[src/rtl/fcs_inserter.sv]
module fcs_inserter #(
  parameter int MIN_DATA = 60,
  parameter int FCS_LEN  = 4
) (
  input  logic       clk,
  input  logic       rst_n,
  input  logic       in_valid,
  output logic       in_ready,
  input  logic [7:0] in_data,
  input  logic       in_last,
  input  logic       in_no_crc,
  input  logic       in_replace,
  input  logic       in_no_pad,
  output logic       out_valid,
  input  logic       out_ready,
  output logic [7:0] out_data,
  output logic       out_last
);
  localparam int CNT_W = $clog2(MIN_DATA + 1);
  localparam logic [CNT_W-1:0] CNT_MAX = CNT_W'(MIN_DATA);
  localparam int FILL_W = $clog2(FCS_LEN + 1);
  localparam logic [FILL_W-1:0] FILL_MAX = FILL_W'(FCS_LEN);
  localparam int IDX_W = $clog2(FCS_LEN);
  localparam logic [IDX_W-1:0] IDX_LAST = IDX_W'(FCS_LEN - 1);
  localparam logic [31:0] POLY_R = 32'hEDB88320;
  localparam logic [31:0] CRC_INIT = 32'hFFFFFFFF;

  typedef enum logic [1:0] {S_DATA, S_PAD, S_FCS} st_t;

  function automatic logic [31:0] crc_step(input logic [31:0] c, input logic [7:0] b);
    logic [31:0] r;
    r = c;
    for (int i = 0; i < 8; i++)
      r = (r >> 1) ^ (((r[0] ^ b[i]) == 1'b1) ? POLY_R : 32'h0);
    return r;
  endfunction

  st_t               st;
  logic              sof;
  logic              m_nocrc, m_rep, m_nopad;
  logic [7:0]        dl [FCS_LEN];
  logic [FILL_W-1:0] fill;
  logic [31:0]       crc;
  logic [CNT_W-1:0]  cnt;
  logic [IDX_W-1:0]  fidx;

  logic f_nocrc, f_rep, f_nopad, mode_pass, mode_repl;
  logic out_free, acc;
  logic emit, e_last, upd;
  logic [7:0] e_data;
  logic [31:0] crc_nxt, crc_fin;
  logic [CNT_W-1:0] cnt_nxt;
  logic need_pad;

  assign f_nocrc   = sof ? in_no_crc  : m_nocrc;
  assign f_rep     = sof ? in_replace : m_rep;
  assign f_nopad   = sof ? in_no_pad  : m_nopad;
  assign mode_pass = f_nocrc && !f_rep;
  assign mode_repl = f_nocrc && f_rep;

  assign out_free = !out_valid || out_ready;
  assign in_ready = (st == S_DATA) && out_free;
  assign acc      = in_valid && in_ready;
  assign crc_fin  = ~crc;

  always_comb begin
    emit   = 1'b0;
    e_data = 8'h00;
    e_last = 1'b0;
    upd    = 1'b0;
    case (st)
      S_DATA: if (acc) begin
        if (mode_pass) begin
          emit   = 1'b1;
          e_data = in_data;
          e_last = in_last;
        end else if (mode_repl) begin
          if (fill == FILL_MAX) begin
            emit   = 1'b1;
            e_data = dl[FCS_LEN-1];
            upd    = 1'b1;
          end
        end else begin
          emit   = 1'b1;
          e_data = in_data;
          upd    = 1'b1;
        end
      end
      S_PAD: if (out_free) begin
        emit = 1'b1;
        upd  = 1'b1;
      end
      S_FCS: if (out_free) begin
        emit   = 1'b1;
        e_data = crc_fin[{fidx, 3'b000} +: 8];
        e_last = (fidx == IDX_LAST);
      end
      default: ;
    endcase
  end

  assign crc_nxt  = upd ? crc_step(crc, e_data) : crc;
  assign cnt_nxt  = (upd && cnt != CNT_MAX) ? cnt + 1'b1 : cnt;
  assign need_pad = !f_nopad && (cnt_nxt != CNT_MAX);

  always_ff @(posedge clk) begin
    if (!rst_n) begin
      st        <= S_DATA;
      sof       <= 1'b1;
      m_nocrc   <= 1'b0;
      m_rep     <= 1'b0;
      m_nopad   <= 1'b0;
      fill      <= '0;
      crc       <= CRC_INIT;
      cnt       <= '0;
      fidx      <= '0;
      out_valid <= 1'b0;
      out_data  <= 8'h00;
      out_last  <= 1'b0;
      for (int i = 0; i < FCS_LEN; i++) dl[i] <= 8'h00;
    end else begin
      if (out_free) begin
        out_valid <= emit;
        out_data  <= e_data;
        out_last  <= e_last;
      end
      crc <= crc_nxt;
      cnt <= cnt_nxt;
      case (st)
        S_DATA: if (acc) begin
          sof <= in_last;
          if (sof) begin
            m_nocrc <= in_no_crc;
            m_rep   <= in_replace;
            m_nopad <= in_no_pad;
          end
          if (mode_repl) begin
            dl[0] <= in_data;
            for (int i = 1; i < FCS_LEN; i++) dl[i] <= dl[i-1];
            if (fill != FILL_MAX) fill <= fill + 1'b1;
          end
          if (in_last) begin
            fill <= '0;
            fidx <= '0;
            if (!mode_pass) st <= need_pad ? S_PAD : S_FCS;
          end
        end
        S_PAD: if (out_free && cnt_nxt == CNT_MAX) st <= S_FCS;
        S_FCS: if (out_free) begin
          fidx <= fidx + 1'b1;
          if (fidx == IDX_LAST) begin
            st  <= S_DATA;
            crc <= CRC_INIT;
            cnt <= '0;
          end
        end
        default: st <= S_DATA;
      endcase
    end
  end

  logic [15:0] ocnt;
  always_ff @(posedge clk) begin
    if (!rst_n) ocnt <= '0;
    else if (out_valid && out_ready) ocnt <= out_last ? 16'd0 : ocnt + 16'd1;
  end


  stall_hold_chk: assert property (@(posedge clk) disable iff (!rst_n)
    out_valid && !out_ready |=> out_valid && $stable(out_data) && $stable(out_last));

  pad_zero_chk: assert property (@(posedge clk) disable iff (!rst_n)
    (st == S_PAD) && out_free |=> out_valid && out_data == 8'h00 && !out_last);

  min_len_chk: assert property (@(posedge clk) disable iff (!rst_n)
    out_valid && out_ready && out_last && !(m_nocrc && !m_rep) && !m_nopad
    |-> (32'(ocnt) + 32'd1) >= 32'(MIN_DATA + FCS_LEN));

  busy_after_last_chk: assert property (@(posedge clk) disable iff (!rst_n)
    in_valid && in_ready && in_last && !mode_pass |=> !in_ready);

  last_valid_chk: assert property (@(posedge clk) disable iff (!rst_n)
    out_last |-> out_valid);
endmodule

[config.mk]
export PLATFORM = sky130hd
export DESIGN_NAME = fcs_inserter
export DESIGN_NICKNAME = d
export VERILOG_FILES = /design/src/rtl/fcs_inserter.sv
export SDC_FILE = /design/constraint.sdc
export NUM_CORES = 1
export LEC_CHECK = 0
export BUFFER_PORTS_ARGS = -buffer_cell sky130_fd_sc_hd__buf_2
export CAP_MARGIN = 20
export CORE_ASPECT_RATIO = 0.6
export CORE_MARGIN = 2
export CORE_UTILIZATION = 40
export CTS_CLUSTER_SIZE = 14
export DETAILED_ROUTE_END_ITERATION = 10
export SLEW_MARGIN = 25
export SYNTH_ARGS = -nofsm -noshare
export SYNTH_HDL_FRONTEND = slang
export SYNTH_SLANG_ARGS = --single-unit
[constraint.sdc]
create_clock -name clk -period 11.18 [get_ports clk]
set_input_delay 1.118 -clock clk [delete_from_list [all_inputs] [get_ports clk]]
set_output_delay 1.118 -clock clk [all_outputs]
set_load 0.05 [all_outputs]
# ---- Word level (Yosys, flattened, before mapping)
# Memory sizes are Yosys's and may differ from the RTL's.
# Cells that the tools add are included.
dict set report word_totals {
  mem_count 1
  inputBits 16
  out_inout_bits 11
  register_bits 59
  mem_bits_rw 32
}
dict set report classes {
  eq_ne 14
  n_reduce_logical 20
  bitwise_logic 21
  n_mux 62
  n_addsub 3
  shifts 1
}
# name words width rd rd_ports_with_merged_regs wr line_no
set memory_table {}
lappend memory_table {dl 4 8 4 0 4 41} ;# logic [7:0] dl [FCS_LEN];
# op n
set ops {}
lappend ops {{32-bit two-way mux} 12}
lappend ops {{31-bit by 32-bit XOR with 32-bit output} 8}
lappend ops {{8-bit two-way mux} 9}
lappend ops {{32-bit NOT} 1}
lappend ops {{32-bit by 6-bit variable part select with 8-bit output} 1}
lappend ops {{6-bit two-way mux} 4}
lappend ops {{2-bit two-way mux} 10}
lappend ops {{1-bit two-way mux} 18}
lappend ops {{8-bit one-hot mux with 2 select lines} 1}
lappend ops {{2-bit != test (second input constant)} 6}
lappend ops {{6-bit != test (second input constant)} 2}
lappend ops {{3-bit two-way mux} 3}
lappend ops {{4-bit AND reduction} 2}
lappend ops {{1-bit XOR} 8}
lappend ops {{1-bit logical AND} 7}
lappend ops {{6-bit by 1-bit adder with 6-bit output (second input constant)} 1}
lappend ops {{6-bit == test (second input constant)} 1}
lappend ops {{1-bit one-hot mux with 2 select lines} 3}
lappend ops {{2-bit one-hot mux with 3 select lines} 1}
lappend ops {{6-bit AND reduction} 1}
lappend ops {{2-bit nonzero test} 3}
lappend ops {{2-bit == test (second input constant)} 2}
lappend ops {{1-bit OR} 4}
lappend ops {{2-bit one-hot mux with 2 select lines} 1}
lappend ops {{other kinds (10)} 12}

# ---- Depth between registers and ports, before layout
# Gate-level depths: netlist of run 1.
dict set report depth {
  word_depth 34
  depth_mapped 12
  depth_no_buf 10
}

# ---- Least setup slack after synthesis of run 1
# OpenSTA, ideal clock, no wires.
dict set report synth_timing {
  path_kind {input -> register}
  startpoint {in out_ready}
  endpoint {mem dl[0][0] (enable)}
  cell_stages 3
  setup_slack_ns 6.829
  arrival_ns 3.886
  cell_sequence {nand2b_1 -> nand3_1 -> o21ai_0}
}
# item line_no
set synth_lines {}
lappend synth_lines {{from (decl)} 15} ;# input logic out_ready,
lappend synth_lines {{to (decl)} 41}

# ---- Worst setup path in the final report of run 1
dict set report layout_timing {
  startpoint {in out_ready}
  endpoint {reg crc[24]}
}
dict set report layout_via {
  elab_chain_cells 20
  elab_cells_between_ends 33
  cone_classes {16 x mux; 14 x bitwise; 3 x reduce/logical}
}
# item line_no
set layout_lines {}
lappend layout_lines {{1-bit logical OR (*)} 61} ;# assign out_free = !out_valid || out_ready;
lappend layout_lines {{1-bit logical AND} 62} ;# assign in_ready = (st == S_DATA) && out_free;
lappend layout_lines {{1-bit logical AND} 63} ;# assign acc = in_valid && in_ready;
lappend layout_lines {{8-bit two-way mux} 72} ;# S_DATA: if (acc) begin
lappend layout_lines {{8-bit one-hot mux with 2 select lines} 71} ;# case (st)
lappend layout_lines {{1-bit XOR} 34} ;# r = (r >> 1) ^ (((r[0] ^ b[i]) == 1'b1) ? POLY_R : 32'h0);
lappend layout_lines {{32-bit two-way mux} 34}
lappend layout_lines {{31-bit by 32-bit XOR with 32-bit output (6 in a row)} 34}
lappend layout_lines {{1-bit XOR} 34}
lappend layout_lines {{32-bit two-way mux} 34}
lappend layout_lines {{31-bit by 32-bit XOR with 32-bit output} 34}
lappend layout_lines {{32-bit two-way mux} 102} ;# assign crc_nxt = upd ? crc_step(crc, e_data) : crc;
lappend layout_lines {{32-bit two-way mux} 151} ;# if (fidx == IDX_LAST) begin
lappend layout_lines {{32-bit two-way mux} 149} ;# S_FCS: if (out_free) begin
lappend layout_lines {{32-bit two-way mux (*)} 129} ;# case (st)
lappend layout_lines {{to (signal assigned)} 127} ;# crc <= crc_nxt;
lappend layout_lines {{to (decl)} 43} ;# logic [31:0] crc;
# Every way passes the cells marked *; elsewhere a longest branch is shown, timed or not.
# A chain may end at the register's enable or synchronous reset.

==> results.md, run 1 <==
- The average instance in the mapped netlist occupies 10.7 um^2.
- The worst register-to-register path begins at st[1]$_SDFFE_PN0P_.
- The via count of the first global-routing pass was 3233.
- Counting flops and latches in the post-synthesis netlist gives 91.
- The number of nets with antenna violations after detailed routing is 0.
- The worst register-to-register path has a depth of 10.
- IR analysis of the VDD net gives a maximum drop of 185 uV.
- Setup violations remaining at the end of the flow were counted as 0.
- After detailed routing, the average wire length per cell comes to 17.5 um.
- The global placement routability congestion is 0.881.
- The upper clock frequency limit is 0.222 GHz.
- The total grt overflow is 0.
- After detailed placement, the total cell area comes to 5260 um^2.
- The sequential share of the synthesized area is 0.430.
- STA puts the critical path data arrival time at 4780 ps.
- The setup path with the least slack is of type input port to flip-flop.
- The final routed wirelength across all metal layers is 11400 um.
- Entering global routing, the biggest net connects 43 pins.
- The path with the worst hold slack has its endpoint at m_nopad$_SDFFE_PN0P_.
- Across the routed clock network, the largest skew measured is 6.06 ps.
- The fraction of final layout cells sized beyond drive strength 1 is 0.152.
- The ratio of final minimum period to clock period is 0.402.
- The worst setup path is captured at a flip-flop.
- The minimum clock period after layout is 4500 ps.
- The commonest register cell after synthesis is sky130_fd_sc_hd__dfxtp_1.
- The met1 wire length is 6080 um.
- The synthesized netlist occupies a cell area of 4980 um^2.
- Yosys printed 0 warnings.
- Setup repair after global routing left no endpoint under its margin.
- The static leakage is 2.18 nW.
- The flow ran to the end, and the final reports show no timing, DRC or antenna violations.
- The die outline area is 13400 um^2.
- After routing the design area is 5530 um^2.
- The synthesized design contains 32 enable-type register cells.
- The repair_antennas step left the layout with diodes totalling 0.
- The highest metal layer carrying signal wires in the routed design is met4.
- The core outline area is 12100 um^2.
- Input and output buffers added on the ports amount to 26.
- The clock buffer count from CTS is 9.
- Max-cap violations in this run came to 0.
- Clock-pin slew was measured on the worst setup and hold paths at 70 ps.
- After synthesis, the most frequently instantiated cells are sky130_fd_sc_hd__dfxtp_1 (59), sky130_fd_sc_hd__and2_1 (37), sky130_fd_sc_hd__nand2_1 (35), sky130_fd_sc_hd__nor2_1 (33), sky130_fd_sc_hd__edfxtp_1 (32).
- The starting density of the core is 0.411.
- The clock tree synthesis step divided the H-tree into 3 levels.
- Headroom to the max-slew limit came out at 0.318.
- The final layout contains 507 nets.
- When the netlist entered floorplanning its net count stood at 489.
- In the global route stage, overall resource usage came out at 0.178.
- The worst hold-check path type is flip-flop to flip-flop.
- The portion of synthesized cell area occupied by the leading cell type is 0.237.
- The wire length of the first global-routing pass is 18300 um.
- The count of instances resized after the clock tree is built is 0.
- The tree is rooted in a sky130_fd_sc_hd__clkbuf_16.
- Counting every instance in the synthesized netlist gives 464.
- The total met3 wirelength after detailed routing is 726 um.
- For this run, design rule violations remaining after detail routing come to 0.
- The number of stages on the worst hold path is 2.
- The total power divided by cell area is 352 nW/um^2.
- Hold is met by 472 ps.
- From synthesis to final layout, the design area changed by 11.0%.
- In the post-synthesis netlist, the cell with the most instances is sky130_fd_sc_hd__dfxtp_1.
- For this run, the detailed router's first-pass iteration total came to 4.
- No sink is reached through more buffers than the 2 on the longest clock path.
- The critical path starts at out_ready.
- The startpoint identified for the worst hold timing path is m_nopad$_SDFFE_PN0P_.
- For this design, the sink count on the clock tree is 91.
- Measured on the finished design, the core utilization comes to 0.457.
- The total half-perimeter wirelength after legalization and detailed placement is 8310 um.
- The number of endpoints with negative hold slack in the final report is 0.
- The internal reg-to-reg setup slack is 7000 ps.
- Sorting the synthesized cells by area gives the leading types as sky130_fd_sc_hd__dfxtp_1 (24%), sky130_fd_sc_hd__edfxtp_1 (19%), sky130_fd_sc_hd__xnor3_1 (5.0%), sky130_fd_sc_hd__xnor2_1 (4.9%), sky130_fd_sc_hd__and2_1 (4.6%).
- The detailed router placed 3469 vias in this run.
- The largest total area in the synthesized netlist belongs to sky130_fd_sc_hd__dfxtp_1.
- The proportion of synthesized flip-flops having asynchronous set or reset is 0.
- In this run the post-CTS setup repair buffer count came out at 0.
- In this run the critical register-to-register path is captured at crc[24]$_SDFF_PN1_.
- The I/O pin total is 27.
- The amount of wire on met2 after detailed routing is 4490 um.
- The cts-stage hold buffer count is 0.
- The required time of the critical path is 11460 ps.
- From left edge to right edge, the die measures 148 um.
- The clock latency reported for the late side of the worst-skew pair is 340 ps.
- After detailed routing, the number of vias per cell comes to 5.32.
- The worst-path maximum fanout is 24.
- The launching element type of the critical path is an input port.
- The final-report max-slew violation count is 0.
- The floorplan has 31 rows.
- For the pin with the worst max-slew slack, the measured transition is 997 ps.
- The number of antenna violations at the first check in global routing came to 0.
- The die is 90.4 um tall.
- TritonCTS built the clock tree.
- The overall power is 0.00195 W.
- Setup total negative slack on the finished layout was measured at 0 ps.
- The DRC marker count from the first detailed-route iteration is 181.
- After synthesis, the netlist uses 65 different library cells.
## layer usage
layer / track usage / up-vias
met2: 0.232 / 99
met3: 0.0384 / 8
met4: 0.0452 / 0
met5: 0 / -
li1: - / 1684
met1: 0.290 / 1678
## where the power goes
group / internal [W] / switching, W / total [W]
Clock: 0.000150 / 0.000132 / 0.000282
Combinational: 0.000573 / 0.000601 / 0.00117
Sequential: 0.000418 / 0.0000735 / 0.000491
Total: 0.00114 / 0.000807 / 0.00195
## placed cells by master, fill, tap and decap left out, types with 13 or more instances in the layout
cell / count
sky130_fd_sc_hd__a21oi_1: 22
sky130_fd_sc_hd__and2_1: 37
sky130_fd_sc_hd__buf_2: 26
sky130_fd_sc_hd__dfxtp_1: 59
sky130_fd_sc_hd__edfxtp_1: 32
sky130_fd_sc_hd__nand2_1: 35
sky130_fd_sc_hd__nand3_1: 13
sky130_fd_sc_hd__nor2_1: 33
sky130_fd_sc_hd__o21ai_1: 18
sky130_fd_sc_hd__xnor2_1: 28
sky130_fd_sc_hd__xor2_1: 14
## sequential cells by signal, summed over array words and instances, names as in the netlist
register / cells
st: 2
m_nocrc: 1
fill: 3
out_last: 1
fidx: 2
sof: 1
out_valid: 1
out_data: 8
m_nopad: 1
dl: 32
m_rep: 1
cnt: 6
crc: 32
## per-stage QoR
step / instances / setup slack [ps]
3_5_place_dp: 636 / 6370
6_report: 652 / 6680
3_3_place_gp: 636 / 6530
2_1_floorplan: 464 / 6830
5_1_grt: 652 / 6440
4_1_cts: 652 / 6710
## final cells by class
cell class	instances	area (um^2)
tap	165	206
clock buffer	9	225
timing repair buffer	29	153
multi-input combinational	339	2710
clock inverter	7	42.5
inverter	12	45.0
sequential	91	2140
fill	1145	6580
## cell families (layout without fill, tap and decap cells)
| logic type | after synthesis | after routing | share of synthesized area |
|---|---|---|---|
| AO/OA/AOI/OAI | 101 | 101 | 0.138 |
| XOR/XNOR | 66 | 66 | 0.179 |
| adder cells (fa/ha/maj) | 9 | 9 | 0.0226 |
| buffers and inverters | 34 | 57 | 0.0284 |
| flip-flops | 91 | 91 | 0.430 |
| multiplexers | 12 | 12 | 0.0442 |
| AND/OR/NAND/NOR | 151 | 151 | 0.157 |
## worst max path at each step
stage	end	slack [ps]
CTS	crc[24]$_SDFF_PN1_	6710
global route	crc[24]$_SDFF_PN1_	6440
detailed placement	crc[24]$_SDFF_PN1_	6370
finish	crc[24]$_SDFF_PN1_	6680
global placement	crc[24]$_SDFF_PN1_	6530
floorplan	dl[0][0]$_SDFFCE_PN0P_	6830
## worst max-delay path, stage by stage
cell and delay (ps):
sky130_fd_sc_hd__buf_2 80, sky130_fd_sc_hd__and2b_1 450, sky130_fd_sc_hd__a2111oi_0 900, sky130_fd_sc_hd__a221oi_1 270, sky130_fd_sc_hd__xnor2_1 700, sky130_fd_sc_hd__xnor3_1 450, sky130_fd_sc_hd__xor2_1 380, sky130_fd_sc_hd__xnor3_1 300
sky130_fd_sc_hd__o21ai_1 120
Power figures use the tool's default switching activity.
==> run 2, diff against run 1 <==
clock period = 3.6 ns   (was 11.18 ns; I/O delays follow)
==> run 2 against run 1 <==
Compared with the run above:
- hold slack worse by 160 ps
- critical path depth increased by 3
- clock-buffer cell count did not move
- utilization rose by 1.3 points
- total power grew to 3.2 times the previous value
- sequential share of layout area down 1.1 points
- global-route usage increased by 0.58 points
- final cell count up 2.8%
- routed wire length rose by 2.5%
- combinational power rose to 3.3 times the previous value
- clock power increased to 3.3 times the previous value
- sequential power rose to 3.1 times the previous value
==> results.md, run 2 (synthesis results as in run 1) <==
- The run finished with clean final reports.
- The per-cell routed wire length came to 17.4 um (-0.28%).
- The cts-stage hold buffer count is 0 (unchanged).
- The area of the multi-input gates is 2710 um^2 (about the same).
- The via count of the first global-routing pass is 3383 (+4.6%).
- The count of buffer and inverter cells on the critical path is 3 (+2).
- The number of stages on the worst hold path came to 3 (+1).
- The slew at the pin with the worst max-slew slack came to 864 ps (-133 ps).
- The site row count is 31 (unchanged).
- The family with the most delay on the worst path is XOR/XNOR gates.
- The clock latency reported for the late side of the worst-skew pair was 350 ps (about the same).
- The starting density of the core is 0.411 (unchanged).
- The overall fraction of global-route tracks in use is 0.184 (+0.00580).
- The vertical die dimension was 90.4 um (unchanged).
- The growth of design area from synthesis to finish is 14.1%.
- The post-route worst setup slack is 315 ps (-6370 ps).
- The I/O pin total is 27 (unchanged).
- The flip-flop and latch area is 2140 um^2 (unchanged).
- In this run the worst setup path begins at fill[1]$_SDFFE_PN0P_.
- The final-report max-slew violation count is 0 (unchanged).
- The total negative slack for setup checks came to 0 ps (unchanged).
- The total via count in the routed design came to 3576 (+3.1%).
- The buffer levels on the longest clock path came to 2 (unchanged).
- The total grt overflow was 0 (unchanged).
- The category of the most critical setup path is flip-flop to flip-flop.
- The internal reg-to-reg setup slack is 320 ps (-6680 ps).
- The cell sitting at the root of the clock tree is a sky130_fd_sc_hd__clkbuf_16.
- The clock slew seen by the registers of the worst setup and hold paths came to 70 ps (about the same).
- The number of antenna violations at the first check in global routing is 0 (unchanged).
- The peak ir drop on the vdd network is 516 uV (+180%).
- The worst hold-check path type is input port to flip-flop.
- The wire length of the first global-routing pass is 19000 um (+3.8%).
- The DRC marker count from the first detailed-route iteration was 284 (+57%).
- The count of fill cells added during filler insertion is 1142 (-0.26%).
- The startpoint of the worst register-to-register path is fill[1]$_SDFFE_PN0P_.
- The die outline area is 13400 um^2 (unchanged).
- The worst-path maximum fanout is 6 (-75%).
- Setup repair after global routing left no endpoint under its margin.
- The number of nets with antenna violations after detailed routing is 0 (unchanged).
- The setup-violating endpoint count in the final report came to 0 (unchanged).
- The first-pass iteration count of the detailed router was 5 (+1).
- The length in cells of the worst reg-to-reg path is 12 (+2).
- The number of H-tree branching levels is 3 (unchanged).
- The count of nets after finishing came to 525 (+3.6%).
- The largest registers in the layout are crc (32), dl (32), out_data (8).
- The setup slack at placement is 272 ps (-6100 ps).
- The library cells used most frequently in the layout, excluding fill and tap cells, are sky130_fd_sc_hd__dfxtp_1 (59), sky130_fd_sc_hd__and2_1 (37), sky130_fd_sc_hd__nand2_1 (35).
- The total half-perimeter wirelength after legalization and detailed placement is 8680 um (+4.4%).
- The fraction of final layout cells sized beyond drive strength 1 is 0.184 (+0.0322).
- The number of maximum-capacitance constraint violations is 0 (unchanged).
- The endpoint of the most critical register-to-register path is crc[24]$_SDFF_PN1_.
- The clock skew after layout is 6.64 ps (+0.574 ps).
- The required time of the critical path is 3880 ps (-7580 ps).
- For the finished layout, the period the worst path requires is 3280 ps.
- The worst setup path is launched from a flip-flop.
- The path with the worst hold slack has its endpoint at m_nopad$_SDFFE_PN0P_.
- The worst hold path begins at in_no_pad.
- The relative max-transition margin came to 0.424 (+0.106).
- TritonCTS built the clock tree.
- The slowest stage cell on the critical path is sky130_fd_sc_hd__a2111oi_1.
- The most common cell after layout, fill and taps aside is sky130_fd_sc_hd__dfxtp_1.
- The clock sink total is 91 (unchanged).
- The data arrival time at the worst-slack endpoint is 3570 ps (-1210 ps).
- The upper clock frequency limit is 0.304 GHz.
- The static leakage is 2.28 nW (+4.3%).
- The number of remaining DRC errors is 0 (unchanged).
- The width of the die is 148 um (unchanged).
- Walking the worst path, the cells encountered are inv_1, ha_1, nand2_1, a2111oi_1, buf_4, a221oi_1, xnor2_1, buf_4, xnor3_1, xor2_1, xnor3_1, o21ai_1.
- The total power divided by cell area came to 1110 nW/um^2 (+220%).
- STA classifies the critical path endpoint as a flip-flop.
- The number of vias per cell is 5.34 (+0.32%).
- The count of inserted antenna diode cells is 0 (unchanged).
- In the finished design, the share of the clock period the worst path needs comes to 0.912.
- The global placement routability congestion is 0.874 (-0.81%).
- The core outline area is 12100 um^2 (unchanged).
- The largest net degree at the start of global routing is 43 (unchanged).
- The number of endpoints with negative hold slack in the final report is 0 (unchanged).
- The final routed wirelength across all metal layers is 11700 um (+2.5%).
- The smallest hold slack was 310 ps (-162 ps).
- The port buffer count is 26 (unchanged).
- The clock buffer count from CTS came to 9 (unchanged).
- The delay of the slowest critical-path stage is 580 ps (-320 ps).
==> run 2: area by class of cell <==
cell class	instances	area share
Clock buffer	9	0.0396
Clock inverter	7	0.0117
Inverter	12	0.00793
Multi-Input combinational cell	339	0.477
Sequential cell	91	0.377
Tap cell	165	0.0363
Timing Repair Buffer	47	0.0506
==> run 2: per-stage QoR <==
stage | power (W) | utilization | instances | area (um^2)
after floorplan | 0.00447 | - | 464 | 4980
after global placement | 0.00530 | 0.445 | 654 | 5390
after detailed placement | 0.00533 | 0.445 | 654 | 5390
after CTS | 0.00629 | 0.470 | 670 | 5680
after global routing | 0.00671 | 0.470 | 670 | 5680
final | 0.00632 | 0.470 | 670 | 5680
==> run 2: report_power, final <==
| part | switching (W) | internal, W |
|---|---|---|
| logic | 0.00197 | 0.00188 |
| registers | 0.000220 | 0.00130 |
| clock network | 0.000453 | 0.000488 |
| total | 0.00265 | 0.00367 |
==> run 2: worst max path at each step <==
stage                              end  depth (start not counted)
finish              crc[24]$_SDFF_PN1_                         12
global route        crc[24]$_SDFF_PN1_                         12
CTS                 crc[24]$_SDFF_PN1_                         12
detailed placement  crc[24]$_SDFF_PN1_                         12
global placement    crc[23]$_SDFF_PN1_                         12
floorplan           crc[19]$_SDFF_PN1_                          9
==> run 2: per-layer routing <==
layer | wire length, um | GRT usage
met5 | 0 | 0
met4 | 106 | 0.0468
met3 | 694 | 0.0404
met2 | 4530 | 0.243
met1 | 6340 | 0.297
==> run 2: worst min-delay path: stages <==
cell,delay [ps]
sky130_fd_sc_hd__buf_2,110
sky130_fd_sc_hd__nand3_1,70
sky130_fd_sc_hd__a21boi_0,70
==> run 2: timing repair <==
action / in CTS / in global routing
buffers inserted: 0 / 0
setup endpoints to repair: 0 / 7
gates resized for setup: 0 / 1
